==> src/rtl/swi_pkg.sv <==
package swi_pkg;
  typedef enum logic [1:0] {
    ACC_BYTE  = 2'd0,
    ACC_HALF  = 2'd1,
    ACC_WORD  = 2'd2,
    ACC_DWORD = 2'd3
  } acc_size_e;

  localparam int unsigned DATA_W     = 32;
  localparam int unsigned WORD_SHIFT = 2;
endpackage

==> src/rtl/swi_decode.sv <==
module swi_decode #(
  parameter int unsigned ADDR_W    = 8,
  parameter int unsigned NUM_CORES = 4,
  parameter int unsigned IDX_W     = 2
) (
  input  logic [ADDR_W-1:0] addr,
  input  logic [1:0]        size,
  output logic              hit,
  output logic [IDX_W-1:0]  idx
);
  import swi_pkg::*;

  localparam logic [ADDR_W-1:0] LIMIT = ADDR_W'(NUM_CORES);

  logic [ADDR_W-1:0] word;
  logic              aligned;
  logic              sized;

  assign word    = addr >> WORD_SHIFT;
  assign aligned = (addr[WORD_SHIFT-1:0] == '0);
  assign sized   = (size == ACC_WORD);
  assign hit     = aligned && sized && (word < LIMIT);
  assign idx     = word[IDX_W-1:0];
endmodule

==> src/rtl/swi_slot.sv <==
module swi_slot #(
  parameter bit SUPERVISOR = 1'b0
) (
  input  logic clk,
  input  logic rst_n,
  input  logic wr_en,
  input  logic wr_bit,
  output logic irq,
  output logic rd_bit
);
  if (SUPERVISOR) begin : g_sup
    logic pulse_q;
    always_ff @(posedge clk) begin
      if (!rst_n) pulse_q <= 1'b0;
      else        pulse_q <= wr_en && wr_bit;
    end
    assign irq    = pulse_q;
    assign rd_bit = 1'b0;
  end else begin : g_mach
    logic pend_q;
    always_ff @(posedge clk) begin
      if (!rst_n)     pend_q <= 1'b0;
      else if (wr_en) pend_q <= wr_bit;
    end
    assign irq    = pend_q;
    assign rd_bit = pend_q;
  end
endmodule

==> src/rtl/swi_resp.sv <==
module swi_resp #(
  parameter int unsigned DATA_W = 32
) (
  input  logic              clk,
  input  logic              rst_n,
  input  logic              take,
  input  logic [DATA_W-1:0] data_in,
  output logic              can_take,
  output logic              rsp_valid,
  input  logic              rsp_ready,
  output logic [DATA_W-1:0] rsp_rdata
);
  assign can_take = !rsp_valid || rsp_ready;

  always_ff @(posedge clk) begin
    if (!rst_n) begin
      rsp_valid <= 1'b0;
      rsp_rdata <= '0;
    end else if (take) begin
      rsp_valid <= 1'b1;
      rsp_rdata <= data_in;
    end else if (rsp_ready) begin
      rsp_valid <= 1'b0;
    end
  end
endmodule

==> src/rtl/swi_regfile.sv <==
module swi_regfile #(
  parameter int unsigned NUM_CORES  = 4,
  parameter int unsigned ADDR_W     = 8,
  parameter bit          SUPERVISOR = 1'b0
) (
  input  logic                  clk,
  input  logic                  rst_n,
  input  logic                  req_valid,
  output logic                  req_ready,
  input  logic                  req_write,
  input  logic [ADDR_W-1:0]     req_addr,
  input  logic [1:0]            req_size,
  input  logic [31:0]           req_wdata,
  output logic                  rsp_valid,
  input  logic                  rsp_ready,
  output logic [31:0]           rsp_rdata,
  output logic [NUM_CORES-1:0]  irq_o
);
  import swi_pkg::*;

  localparam int unsigned IDX_W = (NUM_CORES > 1) ? $clog2(NUM_CORES) : 1;

  logic                 hit;
  logic [IDX_W-1:0]     idx;
  logic                 acc;
  logic [NUM_CORES-1:0] sel;
  logic [NUM_CORES-1:0] slot_rd;
  logic                 rd_bit;
  logic [DATA_W-1:0]    rd_word;
  logic                 unused_wdata_hi;

  assign unused_wdata_hi = ^req_wdata[31:1];
  assign acc = req_valid && req_ready;

  swi_decode #(
    .ADDR_W   (ADDR_W),
    .NUM_CORES(NUM_CORES),
    .IDX_W    (IDX_W)
  ) u_decode (
    .addr(req_addr),
    .size(req_size),
    .hit (hit),
    .idx (idx)
  );

  for (genvar i = 0; i < NUM_CORES; i++) begin : g_core
    assign sel[i] = hit && (idx == IDX_W'(i));
    swi_slot #(.SUPERVISOR(SUPERVISOR)) u_slot (
      .clk   (clk),
      .rst_n (rst_n),
      .wr_en (acc && req_write && sel[i]),
      .wr_bit(req_wdata[0]),
      .irq   (irq_o[i]),
      .rd_bit(slot_rd[i])
    );
  end

  assign rd_bit  = |(sel & slot_rd);
  assign rd_word = req_write ? '0 : {{(DATA_W-1){1'b0}}, rd_bit};

  swi_resp #(.DATA_W(DATA_W)) u_resp (
    .clk      (clk),
    .rst_n    (rst_n),
    .take     (acc),
    .data_in  (rd_word),
    .can_take (req_ready),
    .rsp_valid(rsp_valid),
    .rsp_ready(rsp_ready),
    .rsp_rdata(rsp_rdata)
  );
endmodule

==> config.mk <==
export PLATFORM = sky130hd
export DESIGN_NAME = swi_regfile
export DESIGN_NICKNAME = d
export VERILOG_FILES = /design/src/rtl/swi_pkg.sv /design/src/rtl/swi_decode.sv /design/src/rtl/swi_slot.sv /design/src/rtl/swi_resp.sv /design/src/rtl/swi_regfile.sv
export SDC_FILE = /design/constraint.sdc
export NUM_CORES = 1
export LEC_CHECK = 0
export ABC_AREA = 1
export CAP_MARGIN = 30
export CORE_MARGIN = 1
export CORE_UTILIZATION = 35
export DETAILED_ROUTE_END_ITERATION = 8
export GPL_ROUTABILITY_DRIVEN = 0
export MAX_ROUTING_LAYER = met4
export PLACE_DENSITY_LB_ADDON = 0.05
export SLEW_MARGIN = 0
export SYNTH_ARGS = -nofsm -noshare
export SYNTH_HDL_FRONTEND = slang
export SYNTH_HIERARCHICAL = 1
export SYNTH_SLANG_ARGS = --single-unit
==> constraint.sdc <==
create_clock -name clk -period 1.2 [get_ports clk]
set_input_delay 0.12 -clock clk [delete_from_list [all_inputs] [get_ports clk]]
set_output_delay 0.12 -clock clk [all_outputs]
set_load 0.02 [all_outputs]
# == Yosys cells after proc, flatten, opt, wreduce, memory -nomap -nowiden ==
# Cells that the tools add are included.
# classes
order_cmp,1
eq_ne,4
mux,3
n_bitwise,1
n_reduce_logical,18
# ops
op,count
1-bit logical AND,12
"2-bit == test, second input constant",3
"6-bit by 3-bit < comparator with 1-bit output, second input constant",1
4-bit bitwise AND,1
2-bit logical NOT,2
4-bit OR reduction,1
1-bit 2-to-1 mux,3
"2-bit by 1-bit == test with 1-bit output, second input constant",1
2-bit nonzero test,1
1-bit logical NOT,1
1-bit logical OR,1
# word_totals
ff_bits,37
inputBits,47
output_inout_bits,38
wordCells,33

# == Longest topological paths before layout ==
# logic_depth
word_depth,7
ltp_mapped,10
mapped_depth_nobuf,10

# == Hierarchy ==
# Netlist, hierarchy kept.
# modules_own_cells
module,n_inst,cells_per_inst,area_each_um2,seq_area_each_um2
swi_resp,1,143,1156.1,660.6
swi_slot,4,7,48.8,20.0
swi_regfile,1,20,93.8,0.0
swi_decode,1,10,45.0,0.0

# == Worst setup path after synthesis ==
# No wires, ideal clock.
# synth_timing
kind,register -> register
from,reg u_resp.rsp_valid
to,reg g_core[2].u_slot.g_mach.pend_q
setup_ns,0.114
t_arrival_ns,1.328
t_required_ns,1.086
path_slack_ns,-0.242
path_stages_with_launch,9
n_path_buf,0
cell_sequence,dfxtp_1 -> nand2_1 -> nand2_1 -> inv_1 -> nand2_1 -> nor4_1 -> nand2_1 -> nand2_1 -> nor2_2
# synth_via
elab_chain_len,5
# synth_rtl
item,line_no,text
"start, declared",swi_resp.sv:9,"output logic rsp_valid,"
"start signal, assigned",swi_resp.sv:17,rsp_valid <= 1'b0;
"start signal, assigned",swi_resp.sv:20,rsp_valid <= 1'b1;
"start signal, assigned",swi_resp.sv:23,rsp_valid <= 1'b0;
1-bit logical NOT,swi_resp.sv:13,assign can_take = !rsp_valid || rsp_ready;
1-bit logical OR,swi_resp.sv:13,
via req_ready,swi_regfile.sv:9,"output logic req_ready,"
1-bit logical AND,swi_regfile.sv:33,assign acc = req_valid && req_ready;
via acc,swi_regfile.sv:25,logic acc;
1-bit logical AND (2 in series),swi_regfile.sv:51,".wr_en (acc && req_write && sel[i]),"
"end signal, assigned",swi_slot.sv:23,else if (wr_en) pend_q <= wr_bit;
"end, declared",swi_slot.sv:20,logic pend_q;
# The timed path passes the listed nets, and every way through them passes these cells.
# A chain may end at the register's enable or synchronous reset.

# == Worst setup path after layout ==
# layout_timing
from,reg u_resp.rsp_valid
to,reg g_core[3].u_slot.g_mach.pend_q
# layout_via
elab_chain_len,5
# layout_rtl
item,line_no
1-bit logical NOT,swi_resp.sv:13
1-bit logical OR,swi_resp.sv:13
1-bit logical AND,swi_regfile.sv:33
via acc,swi_regfile.sv:25
1-bit logical AND (2 in series),swi_regfile.sv:51
"end signal, assigned",swi_slot.sv:23
"end, declared",swi_slot.sv:20
# The timed path passes the listed nets, and every way through them passes these cells.

==> flow_summary.toml <==
[logic_synthesis]
avgSynthCellArea_um2 = 7.414
ys_seq_area_share_pct = 49.71
synthTopCellsByArea = "dfxtp_1 50%, nor2_1 19%, o21ai_0 11%"
netlist_instances = 201
netlist.top_cell.by_area = "dfxtp_1"
ys_types = 16
netlist_area_um2 = 1490
yosysWarnings = 6
synthDominantCellAreaShare_pct = 49.71
synth-seq-cells = 37

[clock_tree]
cts_sinks = 37
clockBufferDepth = 2
numCtsBuffers = 5
cts_tree = "done"
root_buffer = "clkbuf_8"
clock_latency_ns = 0.29
clk_pin_slew_ns = 0.07
h-tree-depth = 2

[final_layout]
final_util_pct = 58.71
area_delta_synth_final_pct = 59.87
diodes = 0
drive_above_1_share_pct = 15.36
fin_nets = 339

[critical_path]
setup.worst_path.class = "reg -> reg"
cp.required_ns = 1.38
cp_top_family = "simple AND/OR/NAND/NOR gates"
crit_fanout = 4
crit_top_cell = "nand2_4"
slowest_delay_ns = 0.33
path_buf_inv = 1
cp_slowest_cell = "dfxtp_2"
startpoint_type = "flop"
critPathCaptureType = "flop"
timing.critical_path.cells = "nand2_4 -> nand2_4 -> inv_4 -> nand2_4 -> nor4_4 -> nand2_1 -> nand2_1 -> nor2_2"
cp.arrival_ns = 1.38

[power]
p_int_w = 0.001939
seqPwrFrac_pct = 49.4
ir_drop_mv = 0.8935
p_leak_nw = 1.258
p_switching_w = 0.0007963
p_per_area_nw_per_um2 = 1148
p_clk_share_pct = 30.8
combPwrFrac_pct = 19.9
switching_share_pct = 29.11

[floorplan]
std_cell_rows = 23
die_h_um = 67.25
io_pins = 85
fp.dieArea_um2 = 4523
start_util_pct = 36.73
core_um2 = 4058
fp.dieW_um = 67.25

[drt]
drt_wl_total_um = 3417
drt_iter0_drc = 71
ant_nets = 0
num_vias = 1431
drc = 0
wire_per_inst_um = 9.962
firstDrtPassIters = 4
viasPerCell = 4.172

[global_routing]
grt-ovfl-total = 0
grt_first_pass_wirelength_um = 5754
grt_max_degree = 38
antenna_found_initial = 0
grt_pass1_vias = 1334
grt_usage_pct = 17.45

[timing]
finalWorstSetupSlack_ns = 0.005548
max_freq_mhz = 837.2
clock_skew_ns = 0.005714
hold_viol = 0
slew_viol_final = 0
setup_viol = 0
fin_crit_sh_pct = 99.54
min_period_ns = 1.194
finalSetupTns_ns = 0
holdWs_ns = 0.2339
rsz0062_at_grt = "yes"

[placement]
dp_hpwl_um = 2222
dp_slack_ns = -0.4383
io_buffers = 53

[outcome]
outcome = "finished clean"

[worst_hold_path]
min_path_type = "in -> reg"

[run]
drv_cap = 0
-- synth_stat cells, drive strengths merged --
cell type and n:
nor2 80, dfxtp 37, nand3 1, o21ai 32, conb 1, a21oi 1, clkbuf 6, nand4 3
nand2 15, inv 12, buf 9, nor4 4
-- metrics by stage --
step,instance area [um2],total power [W],cells
after floorplan,1639,0.001685,231
after global placement,2231,0.001962,331
after detailed placement,2231,0.001964,331
after CTS,2296,0.002754,339
after global routing,2382,0.002885,343
final,2382,0.002735,343
-- sequential cells by signal, summed over array words and instances (netlist names) --
signal,count
g_core.u_slot/irq,4
u_resp/rsp_rdata,32
u_resp/rsp_valid,1
-- tightest hold or removal path: stages --
cell and delay (ns):
dlymetal6s2s_1 0.10, inv_2 0.05, nand2_4 0.08, buf_4 0.11, a21oi_2 0.04
-- layout make-up --
type,instances,area (um2)
fill,377,1675
clock buffer,5,68.82
tap,50,62.56
multi-input combinational,167,795.8
sequential,37,742.0
clock inverter,3,17.52
timing repair buffer,69,643.1
inverter,12,52.55
-- cell families (layout without fill, tap and decap cells) --
logic type / Yosys count / after routing / share of synthesized area [%]
AND/OR/NAND/NOR: 103 / 103 / 27.87
AO/OA/AOI/OAI: 33 / 33 / 11.33
buffers and inverters: 27 / 89 / 10.83
flip-flops: 37 / 37 / 49.71
other: 1 / 31 / 0.2516
-- routing by layer --
layer,track usage [%],share of wire [%]
met4,5.585,1.3
met2,29.50,46
met5,-,0
met3,5.236,5.8
met1,19.55,47
-- path summary, 6_finish.rpt --
| path | start | end | slack (ns) | cells past startpoint |
|---|---|---|---|---|
| worst max-delay path | u_resp/rsp_valid$_SDFFE_PN0P_ | g_core[3].u_slot/irq$_SDFFE_PN0P_ | 0.006 | 8 |
| worst min-delay path | rsp_ready | u_resp/rsp_valid$_SDFFE_PN0P_ | 0.23 | 5 |
| worst max register to register | u_resp/rsp_valid$_SDFFE_PN0P_ | g_core[3].u_slot/irq$_SDFFE_PN0P_ | 0.006 | 8 |
| worst min register to register | u_resp/rsp_rdata[4]$_SDFFE_PN0P_ | u_resp/rsp_rdata[4]$_SDFFE_PN0P_ | 0.49 | 2 |
-- cell usage in the layout, fill, tap and decap left out, types with 2 or more instances in the layout --
| cell type | instances |
|---|---|
| dlygate4sd2_1 | 40 |
| o21ai_0 | 32 |
| clkbuf_8 | 5 |
| clkdlybuf4s50_1 | 6 |
| inv_2 | 3 |
| dlymetal6s2s_1 | 7 |
| nand2_1 | 11 |
| nand2_4 | 3 |
| clkinv_2 | 2 |
| inv_1 | 7 |
| conb_1 | 31 |
| nor2_1 | 74 |
| nand4_1 | 3 |
| buf_12 | 2 |
| nor2_2 | 5 |
| buf_4 | 14 |
| dfxtp_1 | 36 |
| nor4_4 | 4 |
-- power by group through the flow --
| stage | Sequential [W] | Combinational, W | Clock (W) |
|---|---|---|---|
| 2_1_floorplan | 0.00149 | 0.000197 | 0 |
| 4_1_cts | 0.00135 | 0.000528 | 0.000876 |
| 5_1_grt | 0.00136 | 0.000604 | 0.000919 |
| 3_3_place_gp | 0.00138 | 0.000580 | 0 |
| 6_report | 0.00135 | 0.000543 | 0.000842 |
| 3_5_place_dp | 0.00138 | 0.000581 | 0 |
-- what timing repair did --
item                                    CTS  global route
pin swaps                                 7             8
hold endpoints to repair                  0             0
cloned                                    0             0
gates resized for setup                  44            18
buffers inserted                          0             4
hold buffers                              0             0
endpoints found under the setup margin   43             6
Note: power is estimated with default switching activity, not from simulation.
